### config.mk
export PLATFORM = sky130hd
export DESIGN_NAME = trc_ptr_ctrl
export DESIGN_NICKNAME = d
export VERILOG_FILES = /design/src/rtl/trc_ptr_pkg.sv /design/src/rtl/trc_wrap_step.sv /design/src/rtl/trc_run_ctl.sv /design/src/rtl/trc_ptr_ctrl.sv
export SDC_FILE = /design/constraint.sdc
export NUM_CORES = 1
export LEC_CHECK = 0
export BUFFER_PORTS_ARGS = -buffer_cell sky130_fd_sc_hd__buf_4
export CAP_MARGIN = 20
export CORE_UTILIZATION = 55
export DETAILED_ROUTE_END_ITERATION = 6
export PLACE_DENSITY = 0.8
export SYNTH_ARGS = -nofsm -noshare
export SYNTH_HDL_FRONTEND = slang
export SYNTH_SLANG_ARGS = --single-unit
### constraint.sdc
create_clock -name clk -period 4.9 [get_ports clk]
set_clock_uncertainty 0.15 [all_clocks]
set_input_delay 0.245 -clock clk [delete_from_list [all_inputs] [get_ports clk]]
set_output_delay 0.245 -clock clk [all_outputs]
set_load 0.05 [all_outputs]
### src/rtl/trc_ptr_pkg.sv
package trc_ptr_pkg;

    localparam int DATA_W   = 32;
    localparam int SLOT_LSB = 3;
    localparam int PTR_W    = DATA_W - SLOT_LSB;
    localparam int MASK_W   = 5;

    localparam int CTL_START_BIT = 5;
    localparam int CTL_STOP_BIT  = 6;
    localparam int CTL_HALT_BIT  = 9;
    localparam int CTL_EN_BIT    = 31;
    localparam int POS_WRAP_BIT  = 2;
    localparam int FLW_STOP_BIT  = 0;
    localparam int FLW_HALT_BIT  = 1;

    typedef enum logic [1:0] {
        SEL_POS  = 2'd0,
        SEL_CTL  = 2'd1,
        SEL_FLOW = 2'd2,
        SEL_BASE = 2'd3
    } reg_sel_e;

    typedef struct packed {
        logic [PTR_W-1:0]  ptr;
        logic              wrap;
        logic [MASK_W-1:0] size;
        logic              start_en;
        logic              stop_en;
        logic              halt;
        logic              en;
        logic              auto_stop;
        logic              auto_halt;
        logic [PTR_W-1:0]  wmark;
    } trc_state_t;

endpackage

### src/rtl/trc_wrap_step.sv
module trc_wrap_step #(
    parameter int PTR_W  = 29,
    parameter int MASK_W = 5
) (
    input  logic [PTR_W-1:0]  ptr_q,
    input  logic [MASK_W-1:0] size,
    output logic [PTR_W-1:0]  ptr_d,
    output logic [PTR_W-1:0]  low_mask,
    output logic              rolls
);
    logic [PTR_W-1:0] inc;

    // Window mask: bit i belongs to the counting field when i <= size.
    for (genvar gi = 0; gi < PTR_W; gi++) begin : g_mask
        assign low_mask[gi] = (gi <= int'(size));
    end

    always_comb begin
        inc   = ptr_q + {{(PTR_W-1){1'b0}}, 1'b1};
        ptr_d = (ptr_q & ~low_mask) | (inc & low_mask);
        rolls = ((ptr_q & low_mask) == low_mask);
    end
endmodule

### src/rtl/trc_run_ctl.sv
module trc_run_ctl (
    input  logic en_q,
    input  logic start_en,
    input  logic stop_en,
    input  logic trig_start,
    input  logic trig_stop,
    input  logic wm_stop,
    output logic en_d
);
    logic go;
    logic halt_run;

    always_comb begin
        go       = start_en && trig_start;
        halt_run = (stop_en && trig_stop) || wm_stop;
        en_d     = en_q;
        if (go)       en_d = 1'b1;
        if (halt_run) en_d = 1'b0;
    end
endmodule

### src/rtl/trc_ptr_ctrl.sv
module trc_ptr_ctrl
    import trc_ptr_pkg::*;
#(
    parameter int unsigned RAM_BYTES = 16384
) (
    input  logic              clk,
    input  logic              rst_n,
    input  logic              pkt_wr,
    input  logic              trig_start,
    input  logic              trig_stop,
    input  logic [1:0]        reg_sel,
    input  logic              reg_wr,
    input  logic [DATA_W-1:0] reg_wdata,
    output logic [DATA_W-1:0] reg_rdata,
    output logic [DATA_W-1:0] ram_addr,
    output logic              ram_we,
    output logic              halt_req
);
    localparam logic [DATA_W-1:0] BASE_WORD = 32'h2000_0000 - DATA_W'(RAM_BYTES / 4);

    trc_state_t       s_q, s_d;
    logic [PTR_W-1:0] step_ptr;
    logic [PTR_W-1:0] win_mask;
    logic             step_roll;
    logic             run_en_d;
    logic             accept;
    logic             wm_hit;
    reg_sel_e         sel;

    assign sel    = reg_sel_e'(reg_sel);
    assign accept = pkt_wr && s_q.en;
    assign wm_hit = s_q.en && (s_q.ptr == s_q.wmark);

    trc_wrap_step #(.PTR_W(PTR_W), .MASK_W(MASK_W)) u_step (
        .ptr_q    (s_q.ptr),
        .size     (s_q.size),
        .ptr_d    (step_ptr),
        .low_mask (win_mask),
        .rolls    (step_roll)
    );

    trc_run_ctl u_run (
        .en_q       (s_q.en),
        .start_en   (s_q.start_en),
        .stop_en    (s_q.stop_en),
        .trig_start (trig_start),
        .trig_stop  (trig_stop),
        .wm_stop    (wm_hit && s_q.auto_stop),
        .en_d       (run_en_d)
    );

    always_comb begin
        s_d    = s_q;
        s_d.en = run_en_d;
        if (accept) begin
            s_d.ptr = step_ptr;
            if (step_roll) s_d.wrap = 1'b1;
        end
        if (wm_hit && s_q.auto_halt) s_d.halt = 1'b1;
        // Software access overrides every automatic update above.
        if (reg_wr) begin
            unique case (sel)
                SEL_POS: begin
                    s_d.ptr  = reg_wdata[DATA_W-1:SLOT_LSB];
                    s_d.wrap = reg_wdata[POS_WRAP_BIT];
                end
                SEL_CTL: begin
                    s_d.size     = reg_wdata[MASK_W-1:0];
                    s_d.start_en = reg_wdata[CTL_START_BIT];
                    s_d.stop_en  = reg_wdata[CTL_STOP_BIT];
                    s_d.halt     = reg_wdata[CTL_HALT_BIT];
                    s_d.en       = reg_wdata[CTL_EN_BIT];
                end
                SEL_FLOW: begin
                    s_d.wmark     = reg_wdata[DATA_W-1:SLOT_LSB];
                    s_d.auto_stop = reg_wdata[FLW_STOP_BIT];
                    s_d.auto_halt = reg_wdata[FLW_HALT_BIT];
                end
                default: ;
            endcase
        end
    end

    always_ff @(posedge clk or negedge rst_n) begin
        if (!rst_n) s_q <= '0;
        else        s_q <= s_d;
    end

    always_comb begin
        reg_rdata = '0;
        unique case (sel)
            SEL_POS: begin
                reg_rdata[DATA_W-1:SLOT_LSB] = s_q.ptr;
                reg_rdata[POS_WRAP_BIT]      = s_q.wrap;
            end
            SEL_CTL: begin
                reg_rdata[MASK_W-1:0]    = s_q.size;
                reg_rdata[CTL_START_BIT] = s_q.start_en;
                reg_rdata[CTL_STOP_BIT]  = s_q.stop_en;
                reg_rdata[CTL_HALT_BIT]  = s_q.halt;
                reg_rdata[CTL_EN_BIT]    = s_q.en;
            end
            SEL_FLOW: begin
                reg_rdata[DATA_W-1:SLOT_LSB] = s_q.wmark;
                reg_rdata[FLW_STOP_BIT]      = s_q.auto_stop;
                reg_rdata[FLW_HALT_BIT]      = s_q.auto_halt;
            end
            default: reg_rdata = BASE_WORD;
        endcase
    end

    assign ram_addr = {s_q.ptr, {SLOT_LSB{1'b0}}};
    assign ram_we   = accept;
    assign halt_req = s_q.halt;

    AST_HIGH_BITS_HOLD: assert property (@(posedge clk) disable iff (!rst_n)
        (ram_we && !reg_wr) |=> ((s_q.ptr & ~$past(win_mask)) == ($past(s_q.ptr) & ~$past(win_mask))))
        else $error("pointer bits above the window changed");
    AST_IDLE_PTR_STABLE: assert property (@(posedge clk) disable iff (!rst_n)
        (!ram_we && !reg_wr) |=> $stable(s_q.ptr))
        else $error("pointer moved without an accepted packet");
    AST_WRAP_STICKY: assert property (@(posedge clk) disable iff (!rst_n)
        (s_q.wrap && !reg_wr) |=> s_q.wrap)
        else $error("wrap flag cleared without a write");
    AST_STOP_WINS: assert property (@(posedge clk) disable iff (!rst_n)
        (trig_stop && s_q.stop_en && !reg_wr) |=> !s_q.en)
        else $error("enabled stop trigger did not stop tracing");
    AST_WM_AUTOSTOP: assert property (@(posedge clk) disable iff (!rst_n)
        (wm_hit && s_q.auto_stop && !reg_wr) |=> !s_q.en)
        else $error("watermark auto-stop missed");
    AST_HALT_STICKY: assert property (@(posedge clk) disable iff (!rst_n)
        (halt_req && !reg_wr) |=> halt_req)
        else $error("halt request dropped without a write");
endmodule

After elaboration in Yosys (flattened, before gate mapping)
Index checks and enable logic that the tools add are counted.

word-level totals
  output and inout bits = 66
  input bits = 40
  flip-flop bits (word level) = 70

operators by class
  equality and inequality tests = 4
  bitwise operators = 5
  multiplexer cells = 16
  add/sub/neg operators = 1
  order comparisons = 28
  reduce and logical (&&, ||, !) cells = 10

operators by type and width
  cell                   count
  $and 29x29->29         3
  $mux 70                1
  $le 5x5->1 const A     13
  $pmux 21 s3            1
  $mux 30                2
  $eq 29x29->1           2
  $le 4x5->1 const A     8
  $mux 31                1
  $add 29x1->29 const B  1
  $not 29->29            1
  $or 29x29->29          1
  $le 3x5->1 const A     4
  $pmux 4 s3             1
  $le 2x5->1 const A     2
  $mux 9                 1
  $pmux 2 s2             2
  $logic_and 1x1->1      6
  $pmux 1 s3             2
  $le 1x5->1 const A     1
  $mux 1                 4
  $reduce_and 2->1       2
  $eq 2x1->1 const B     1
  $eq 2x2->1 const B     1
  $logic_not 2->1        1
  other kinds (2)        2

Longest topological paths before layout
Gate-level depths: netlist of run 1.

  word-level depth = 7
  depth in mapped cells = 8

Cells and area by module
From an unflattened synthesis of run 1, not the netlist that was laid out.

second synthesis, totals
  cell total of the unflattened synthesis = 551
  area total of the unflattened synthesis = 5122.4 um^2

by module, submodules not included
  module         sequential area each (um^2)  area an instance (um^2)  cells an instance  times used
  trc_ptr_ctrl   1751.7                       3928.8                   356                1
  trc_wrap_step  0.0                          1176.1                   193                1
  trc_run_ctl    0.0                          17.5                     2                  1

Worst setup path before layout of run 1
OpenSTA, ideal clock, no wires.

  path kind = register to output
  start = reg s_q[39] in the netlist's numbering
  end = out reg_rdata[4]
  stages on the path, launching flop included = 6
  data arrival time = 1.665 ns
  slack = 2.840 ns
  buffers on the path = 3
  cell sequence = dfrtp_1 > buf_2 > buf_2 > clkbuf_1 > a222oi_1 > nor2_1

between the ends
  cells in the longest elaborated chain, start to end = 1

ends and longest elaborated chain
  item                      line                text
  start: declaration        trc_ptr_ctrl.sv:21  trc_state_t s_q, s_d;
  start signal: assignment  trc_ptr_ctrl.sv:85  if (!rst_n) s_q <= '0;
  start signal: assignment  trc_ptr_ctrl.sv:86  else s_q <= s_d;
  $pmux 4 s3                trc_ptr_ctrl.sv:91  unique case (sel)
  end: declaration          trc_ptr_ctrl.sv:14  output logic [DATA_W-1:0] reg_rdata,

No other way between the ends.

==> results of run 1 <==
==> synthesized netlist by cell type, types with 3 or more instances <==
| cell | count |
|---|---|
| dfrtp_1 | 70 |
| nor2_1 | 58 |
| a21oi_1 | 45 |
| mux2_2 | 38 |
| buf_4 | 36 |
| xnor2_1 | 30 |
| xor2_1 | 27 |
| clkbuf_1 | 23 |
| nand2_1 | 22 |
| a221o_1 | 18 |
| buf_2 | 17 |
| nand4_1 | 11 |
| inv_1 | 9 |
| nor4_1 | 8 |
| o21ai_0 | 8 |
| a222oi_1 | 6 |
| a22oi_1 | 6 |
| nand3_1 | 6 |
| nor3_1 | 6 |
| nor3_2 | 6 |
| and3_1 | 5 |
| ha_1 | 5 |
| a22o_1 | 4 |
| a31oi_1 | 4 |
| buf_1 | 4 |
| o22ai_1 | 4 |
| and2_1 | 3 |
| nand4_2 | 3 |
| nor2b_1 | 3 |
==> power by group through the flow <==
stage	clock network, mW	registers (mW)	logic, mW
detailed placement	0	0.980	1.16
global route	0.496	0.999	1.27
floorplan	0	0.811	1.07
CTS	0.468	0.969	1.19
finish	0.462	0.983	1.19
global placement	0	0.974	1.16
==> registers in the layout, indices dropped and copies added, names as in the netlist <==
register  flops
halt_req      1
s_q          40
ram_addr     29
==> logic make-up after synthesis <==
family / Yosys count / synth area share, %
DFF: 70 / 36.3
AOI/OAI and AO/OA: 113 / 16.1
other: 1 / 0.0777
and+or+nand+nor: 146 / 16.4
xor gates and xnor gates: 57 / 10.3
muxes: 40 / 9.28
buffers and inverters: 90 / 10.2
adders and majority gates: 5 / 1.30
==> routing by layer <==
layer	GRT usage (%)	share of wire [%]
met1	44.4	42
met2	53.9	49
met3	5.92	6.8
met4	12.4	2.4
met5	0	0
==> final cells by class <==
cell class	instances	area share [%]
clock buffer	12	2.84
clock inverter	4	0.495
inverter	10	0.646
multi-input combinational	364	44.6
sequential	70	30.1
tap	105	2.26
timing repair buffer	137	19.0
==> stage by stage <==
| stage | util (%) | cells | setup WS, ns | area (µm²) |
|---|---|---|---|---|
| after CTS | 69.4 | 700 | 2.51 | 5790 |
| after detailed placement | 63.7 | 656 | 2.43 | 5320 |
| after floorplan | - | 524 | 2.84 | 4840 |
| final | 69.7 | 702 | 2.42 | 5810 |
| after global routing | 69.7 | 702 | 2.28 | 5810 |
| after global placement | 63.7 | 656 | 2.49 | 5320 |
==> path summary, 6_finish.rpt <==
check,start,endpoint,slack (ns),cells after the start
max,s_q[38],s_q[40],2.42,6
min,reg_wdata[20],s_q[17],0.005,2
max reg2reg,s_q[38],s_q[40],2.42,6
min reg2reg,s_q[29],s_q[29],0.40,1
max in group asynchronous,rst_n,s_q[29],3.59,2
min in group asynchronous,rst_n,s_q[25],0.40,2
==> critical path, stage by stage (launching register included) <==
cell,delay (ns)
dfrtp_1,0.88
inv_1,0.29
nor2_1,0.36
a31oi_1,0.17
o22ai_1,0.26
or4_1,0.18
o21ai_1,0.08
==> cells in the final DEF (no fill, tap or decap), types with 8 or more instances in the layout <==
cell           count
nand2_1           21
inv_1              9
a221o_1           18
dfrtp_1           70
buf_4            107
xnor2_1           30
mux2_2            38
nor2_1            58
nand4_1           11
dlygate4sd3_1     30
clkbuf_8          12
xor2_1            27
a21oi_1           45
nor4_1             8
o21ai_0            8
==> results.cfg, run 1 <==
[outcome]
status = finished with violations
violations = DRC

[finish]
drive_gt1_share_pct = 30.0
seqCellArea_mm2 = 0.00175
area_growth_pct = 20.3
final_nets = 637
multi_input_area_mm2 = 0.00259
diodes = 0
fillerInstances = 691

[worst_setup_path]
cp.arrival_ns = 2.56
worstPathMaxFanout = 23
end_kind = flip-flop
cp_data_required_time_ns = 4.98
crit_path_start_kind = flip-flop
crit_type = flip-flop to flip-flop

[sta]
period_needed_ns = 2.48
fmax_mhz = 403
slew_violations = 0
setup_tns_ns = 0
slew_headroom_pct = 25.6
rsz0062_at_grt = no
finalHoldViolations = 0
hold_slack_ns = 0.00474
tightestPinTransition_ns = 1.12
min_period_over_period_pct = 50.6
setup_viol = 0

[floorplan]
core_mm2 = 0.00834
die_x_um = 95.7
chipHeight_um = 95.7
initial_core_util_pct = 57.9
die-area_mm2 = 0.00916
io_pins = 106
fp-row-count = 33

[power]
pwr-share-comb_pct = 45.2
p_per_area_mw_per_mm2 = 454
p_int_mw = 1.37
pwr-share-clk_pct = 17.5
power_switching_mw = 1.27
leakage_nw = 2.47
pwr-share-seq_pct = 37.2
ir_drop_mv = 0.247
total_power_mw = 2.64
swShare_pct = 48.0

[synthesis]
postSynthAreaPerCell_um2 = 9.25
yosys.area.top_type_share_pct = 36.3
synth-async-reset-ratio_pct = 100
syn_inst = 522
synth-edff-count = 0
ys_warn_count = 0
synth_top_cells_by_area = dfrtp_1 (36%), mux2_2 (8.9%), buf_4 (5.6%)
ys_seq_area_share_pct = 36.3
ys_ff_latch = 70
synth_top_area_cell = dfrtp_1
synthFlopType = dfrtp_1
syn_area_mm2 = 0.00483
synth.distinct_cells = 59

[grt]
antenna_found_initial = 0
grtUsageTotal_pct = 33.3
grt_pass1_wl_mm = 22.5
grt_max_degree = 71
grt-ovfl-total = 0
grt_pass1_vias = 4147

[drt]
dr.pass1.iters = 7
vias = 4338
drc = 18
viasPerCell = 6.18
wl_per_cell_um = 20.8
wirelength_mm = 14.6
ant_nets = 0
drtIter0Drc = 352

[clock_network]
root_buffer = clkbuf_8
ctsHoldBuffers = 28
clkTransAtPathRegs_ns = 0.08
htreeDepth = 3
cts_buffer_depth = 2
cts-resized-gates = 0
post_cts_buffers = 0
cts.sinks = 70
clock_latency_ns = 0.35
numCtsBuffers = 9
cts_tree = yes

[placement]
gp_congestion = 0.993
portBuffers = 102
hpwlAfterDp_mm = 9.98

[worst_hold_path]
hold_class = primary input to flip-flop

[flow_run]
max-cap-violations = 0
No activity file was read; power rests on OpenSTA's default activity.
==> run 2, diff against run 1 <==
==> constraint.sdc (replaced) <==
create_clock -name clk -period 2.53 [get_ports clk]
set_clock_uncertainty 0.15 [all_clocks]
set_input_delay 0.1265 -clock clk [delete_from_list [all_inputs] [get_ports clk]]
set_output_delay 0.1265 -clock clk [all_outputs]
set_load 0.05 [all_outputs]
==> run 2 against run 1 <==
- the run now ends clean
- clock power up 100%
- power grew 100%
- utilization up 2.8 points
- setup slack got worse by 2.3 ns
- sequential power is 81% higher
- sequential share of layout area shrank 1.2 points
- die area is the same
- sequential cell count unchanged
- design area up 4.0%
- non-clock buffer count increased by 28
- first-iteration DRC count decreased by 11%
- highest routed layer unchanged
- critical endpoint is now s_q[31]
- clock-buffer cell count is 1 lower
==> results.cfg, run 2 (synthesis results as in run 1) <==
[drt]
viasPerCell = 6.11
drc = 0
vias = 4460
dr.pass1.iters = 5
wirelength_mm = 15.5
wl_per_cell_um = 21.2
ant_nets = 0
drtIter0Drc = 313

[grt]
grt_max_degree = 71
grtUsageTotal_pct = 34.7
grt_pass1_wl_mm = 23.2
antenna_found_initial = 0
grt_pass1_vias = 4220
grt-ovfl-total = 0

[worst_setup_path]
crit_path_start_kind = flip-flop
cp.arrival_ns = 2.52
reg2reg_depth = 6
cp-startpoint = ram_addr[27]
cp_data_required_time_ns = 2.61
r2r_start = ram_addr[27]
end_kind = flip-flop
worstPathMaxFanout = 8
crit_type = flip-flop to flip-flop

[sta]
period_needed_ns = 2.44
slew_headroom_pct = 39.0
min_period_over_period_pct = 96.6
slew_violations = 0
tightestPinTransition_ns = 0.915
rsz0062_at_grt = no
finalHoldViolations = 0
fmax_mhz = 409
setup_tns_ns = 0
setup_viol = 0

[flow_run]
max-cap-violations = 0

[floorplan]
initial_core_util_pct = 57.9
core_mm2 = 0.00834
fp-row-count = 33
io_pins = 106
die_x_um = 95.7
die-area_mm2 = 0.00916
chipHeight_um = 95.7

[outcome]
status = finished clean

[worst_hold_path]
worstHoldPathCells = 4
hold_class = primary input to flip-flop
hold_start = trig_start

[clock_network]
htreeDepth = 3
cts_buffer_depth = 2
clkTransAtPathRegs_ns = 0.08
cts_tree = yes
clock_latency_ns = 0.35
numCtsBuffers = 9
cts.sinks = 70
root_buffer = clkbuf_8

[power]
p_per_area_mw_per_mm2 = 882
leakage_nw = 2.60
total_power_mw = 5.33
ir_drop_mv = 0.521

[finish]
area_growth_pct = 25.2
largest_reg_flops = 40
final_common_cell = buf_4
final_nets = 665
mostFrequentLayoutCells = buf_4 (131), dfrtp_1 (70), nor2_1 (58), a21oi_1 (45), mux2_2 (38)
drive_gt1_share_pct = 32.5
diodes = 0
regMostFlops = s_q

[placement]
gp_congestion = 0.899
portBuffers = 102
hpwlAfterDp_mm = 10.8
==> run 2: cell types whose count changed in the layout (fill, tap and decap cells not counted), sizes merged <==
cell and delta:
inv -1, clkinv +1, bufinv +1, buf +24, clkbuf -1, dlygate4sd3 +4
==> run 2: what timing repair did <==
action / CTS / global route
setup endpoints to repair: 0 / 2
hold endpoints to repair: 140 / 0
gates resized for setup: 0 / 1
buffers inserted: 0 / 0
hold buffers: 34 / 0
==> run 2: where the power goes <==
group,internal [mW],switching (mW)
Sequential,1.36,0.417
Clock,0.483,0.457
Combinational,0.984,1.63
==> run 2: final timing paths <==
path                            endpoint  slack, ns
max in group asynchronous        s_q[11]       1.34
worst max-delay path             s_q[31]       0.09
worst min register to register   s_q[40]       0.41
worst max register to register   s_q[31]       0.09
worst min-delay path             s_q[31]        0.1
min in group asynchronous        s_q[24]       0.30
==> run 2: cell type report <==
cell class / instances / area [µm²]
Multi-Input combinational cell: 364 / 2600
Clock inverter: 5 / 58.8
Tap cell: 105 / 131
Clock buffer: 11 / 141
Sequential cell: 70 / 1750
Fill cell: 628 / 2300
Timing Repair Buffer: 165 / 1320
Inverter: 10 / 37.5
==> run 2: through the flow <==
stage	utilization (%)	area, µm²	setup WS (ns)	hold slack, ns	std cells
floorplan	-	4840	0.588	-0.319	524
global route	72.5	6040	0.0826	0.110	730
detailed placement	65.9	5500	0.0265	0.160	680
finish	72.5	6040	0.0872	0.0966	730
global placement	65.9	5500	0.0522	0.147	680
CTS	72.4	6040	0.0137	0.0606	730
==> run 2: critical path, cell delays in order, from the launching register on <==
cell and delay, ns:
dfrtp_1 0.52, xor2_1 0.23, nor4_1 0.52, nand4_1 0.25, nor4_2 0.38, a221o_1 0.22, a21oi_1 0.06
==> run 2: layer usage <==
metal | part of all wire [%] | global-route usage [%] | up-vias
li1 | - | - | 2026
met1 | 43 | 47.2 | 2207
met2 | 49 | 57.1 | 197
met3 | 5.6 | 4.34 | 30
met4 | 2.1 | 11.4 | 0
met5 | 0 | 0 | -
==> run 3, diff against run 2 <==
--- a/config.mk
+++ b/config.mk
@@ -7,9 +7,9 @@
 export LEC_CHECK = 0
 export BUFFER_PORTS_ARGS = -buffer_cell sky130_fd_sc_hd__buf_4
 export CAP_MARGIN = 20
-export CORE_UTILIZATION = 55
+export CORE_UTILIZATION = 30
 export DETAILED_ROUTE_END_ITERATION = 6
-export PLACE_DENSITY = 0.8
+export PLACE_DENSITY = 0.48
 export SYNTH_ARGS = -nofsm -noshare
 export SYNTH_HDL_FRONTEND = slang
 export SYNTH_SLANG_ARGS = --single-unit
==> run 3 against run 2 <==
- critical path depth unchanged
- sequential power about the same
- routed wire length increased by 7.4%
- clock power increased by 27%
- power increased by 4.9%
- critical path type unchanged
- via count decreased by 2.1%
- maximum frequency increased by 2.6%
==> results.cfg, run 3 (synthesis results as in run 1) <==
[finish]
final_nets = 668
area_growth_pct = 30.1
fillerInstances = 1651
seqCellArea_mm2 = 0.00175
multi_input_area_mm2 = 0.00260
mostFrequentLayoutCells = buf_4 (134), dfrtp_1 (70), nor2_1 (58), a21oi_1 (45), mux2_2 (38)
largest_reg_flops = 40
final_area_mm2 = 0.00628
regMostFlops = s_q
diodes = 0
final_common_cell = buf_4
drive_gt1_share_pct = 32.9

[sta]
rsz0062_at_grt = no
slew_violations = 0
tightestPinTransition_ns = 0.959
fmax_mhz = 420
fin_ws_ns = 0.150
setup_tns_ns = 0
slew_headroom_pct = 36.1
period_needed_ns = 2.38
min_period_over_period_pct = 94.1
finalHoldViolations = 0
setup_viol = 0

[power]
pwr-share-seq_pct = 31.8
total_power_mw = 5.59
p_int_mw = 3.06
pwr-share-comb_pct = 47.0
pwr-share-clk_pct = 21.2
leakage_nw = 2.66
p_per_area_mw_per_mm2 = 890
ir_drop_mv = 0.311
power_switching_mw = 2.53
swShare_pct = 45.3

[worst_setup_path]
end_kind = flip-flop
crit_path_start_kind = flip-flop
cp.arrival_ns = 2.43
cp_data_required_time_ns = 2.58
crit_type = flip-flop to flip-flop
worstPathMaxFanout = 7

[floorplan]
core_mm2 = 0.0158
io_pins = 106
initial_core_util_pct = 30.6
die_x_um = 129
chipHeight_um = 129
die-area_mm2 = 0.0166
fp-row-count = 46

[clock_network]
cts.sinks = 70
cts_buffer_depth = 2
clkTransAtPathRegs_ns = 0.06
post_cts_buffers = 0
numCtsBuffers = 9
cts_tree = yes
root_buffer = clkbuf_16
htreeDepth = 3
clock_latency_ns = 0.34

[placement]
hpwlAfterDp_mm = 12.4
post-place-ws_ns = 0.0979
place_area_mm2 = 0.00566
portBuffers = 102
gp_congestion = 0.856

[grt]
grt_pass1_vias = 4257
grtUsageTotal_pct = 20.9
grt_pass1_wl_mm = 25.6
antenna_found_initial = 0
grt-ovfl-total = 0
grt_max_degree = 71

[outcome]
status = finished clean

[drt]
viasPerCell = 5.18
dr.pass1.iters = 6
drc = 0
ant_nets = 0
drtIter0Drc = 318
vias = 4367
wl_per_cell_um = 19.7
wirelength_mm = 16.6

[worst_hold_path]
hold_class = primary input to flip-flop

[flow_run]
max-cap-violations = 0
## run 3: changes by cell type in the layout (fill, tap and decap cells not counted), moves of 2 or more
cell       delta
clkbuf_16     +9
clkbuf_8      -8
buf_4         +3
clkinv_2      +2
## run 3: final timing paths
kind | cells after the start | startpoint | to | slack, ns
max | 6 | ram_addr[30] | s_q[31] | 0.15
min | 4 | trig_start | s_q[31] | 0.10
max reg2reg | 6 | ram_addr[30] | s_q[31] | 0.15
min reg2reg | 2 | s_q[40] | s_q[40] | 0.39
max in group asynchronous | 2 | rst_n | ram_addr[18] | 1.27
min in group asynchronous | 2 | rst_n | s_q[4] | 0.33
## run 3: metal layers
metal	GRT usage (%)	routed length [µm]	vias up
li1	-	-	2032
met1	28.8	7900	2215
met5	0	0	-
met4	4.98	151	0
met3	3.53	632	13
met2	34.2	7970	107
## run 3: power by group through the flow
stage               registers (mW)  logic, mW  clock network (mW)
floorplan                     1.57       2.07                   0
global placement              1.78       2.60                   0
finish                        1.78       2.63                1.19
CTS                           1.77       2.64                1.22
detailed placement            1.79       2.59                   0
global route                  1.82       2.80                1.27
## run 3: layout make-up
cell class | count | share of cell area [%]
multi-input cells | 364 | 41.4
flip-flops and latches | 70 | 27.9
repair buffers | 168 | 21.4
well taps | 216 | 4.30
clock buffers | 11 | 4.02
inverters | 10 | 0.598
clock inverters | 4 | 0.359
## run 3: worst max-delay path, stage by stage (launching register included)
cell and delay (ns):
dfrtp_1 0.49, xor2_1 0.23, nor4_1 0.57, nand4_1 0.23, nor4_2 0.31, a221o_1 0.20, a21oi_1 0.06
## run 3: per-stage QoR
| stage | cells | util, % | hold WS (ns) |
|---|---|---|---|
| floorplan | 524 | - | -0.319 |
| global placement | 794 | 35.9 | 0.189 |
| detailed placement | 794 | 35.9 | 0.188 |
| CTS | 843 | 39.8 | 0.0919 |
| global route | 843 | 39.8 | 0.117 |
| finish | 843 | 39.8 | 0.101 |
## run 3: repair_timing
| item | 4_1_cts | 5_1_grt |
|---|---|---|
| endpoints found under the hold margin | 140 | 0 |
| hold buffers | 34 | 0 |
| gates resized for setup | 0 | 1 |
| endpoints found under the setup margin | 0 | 2 |
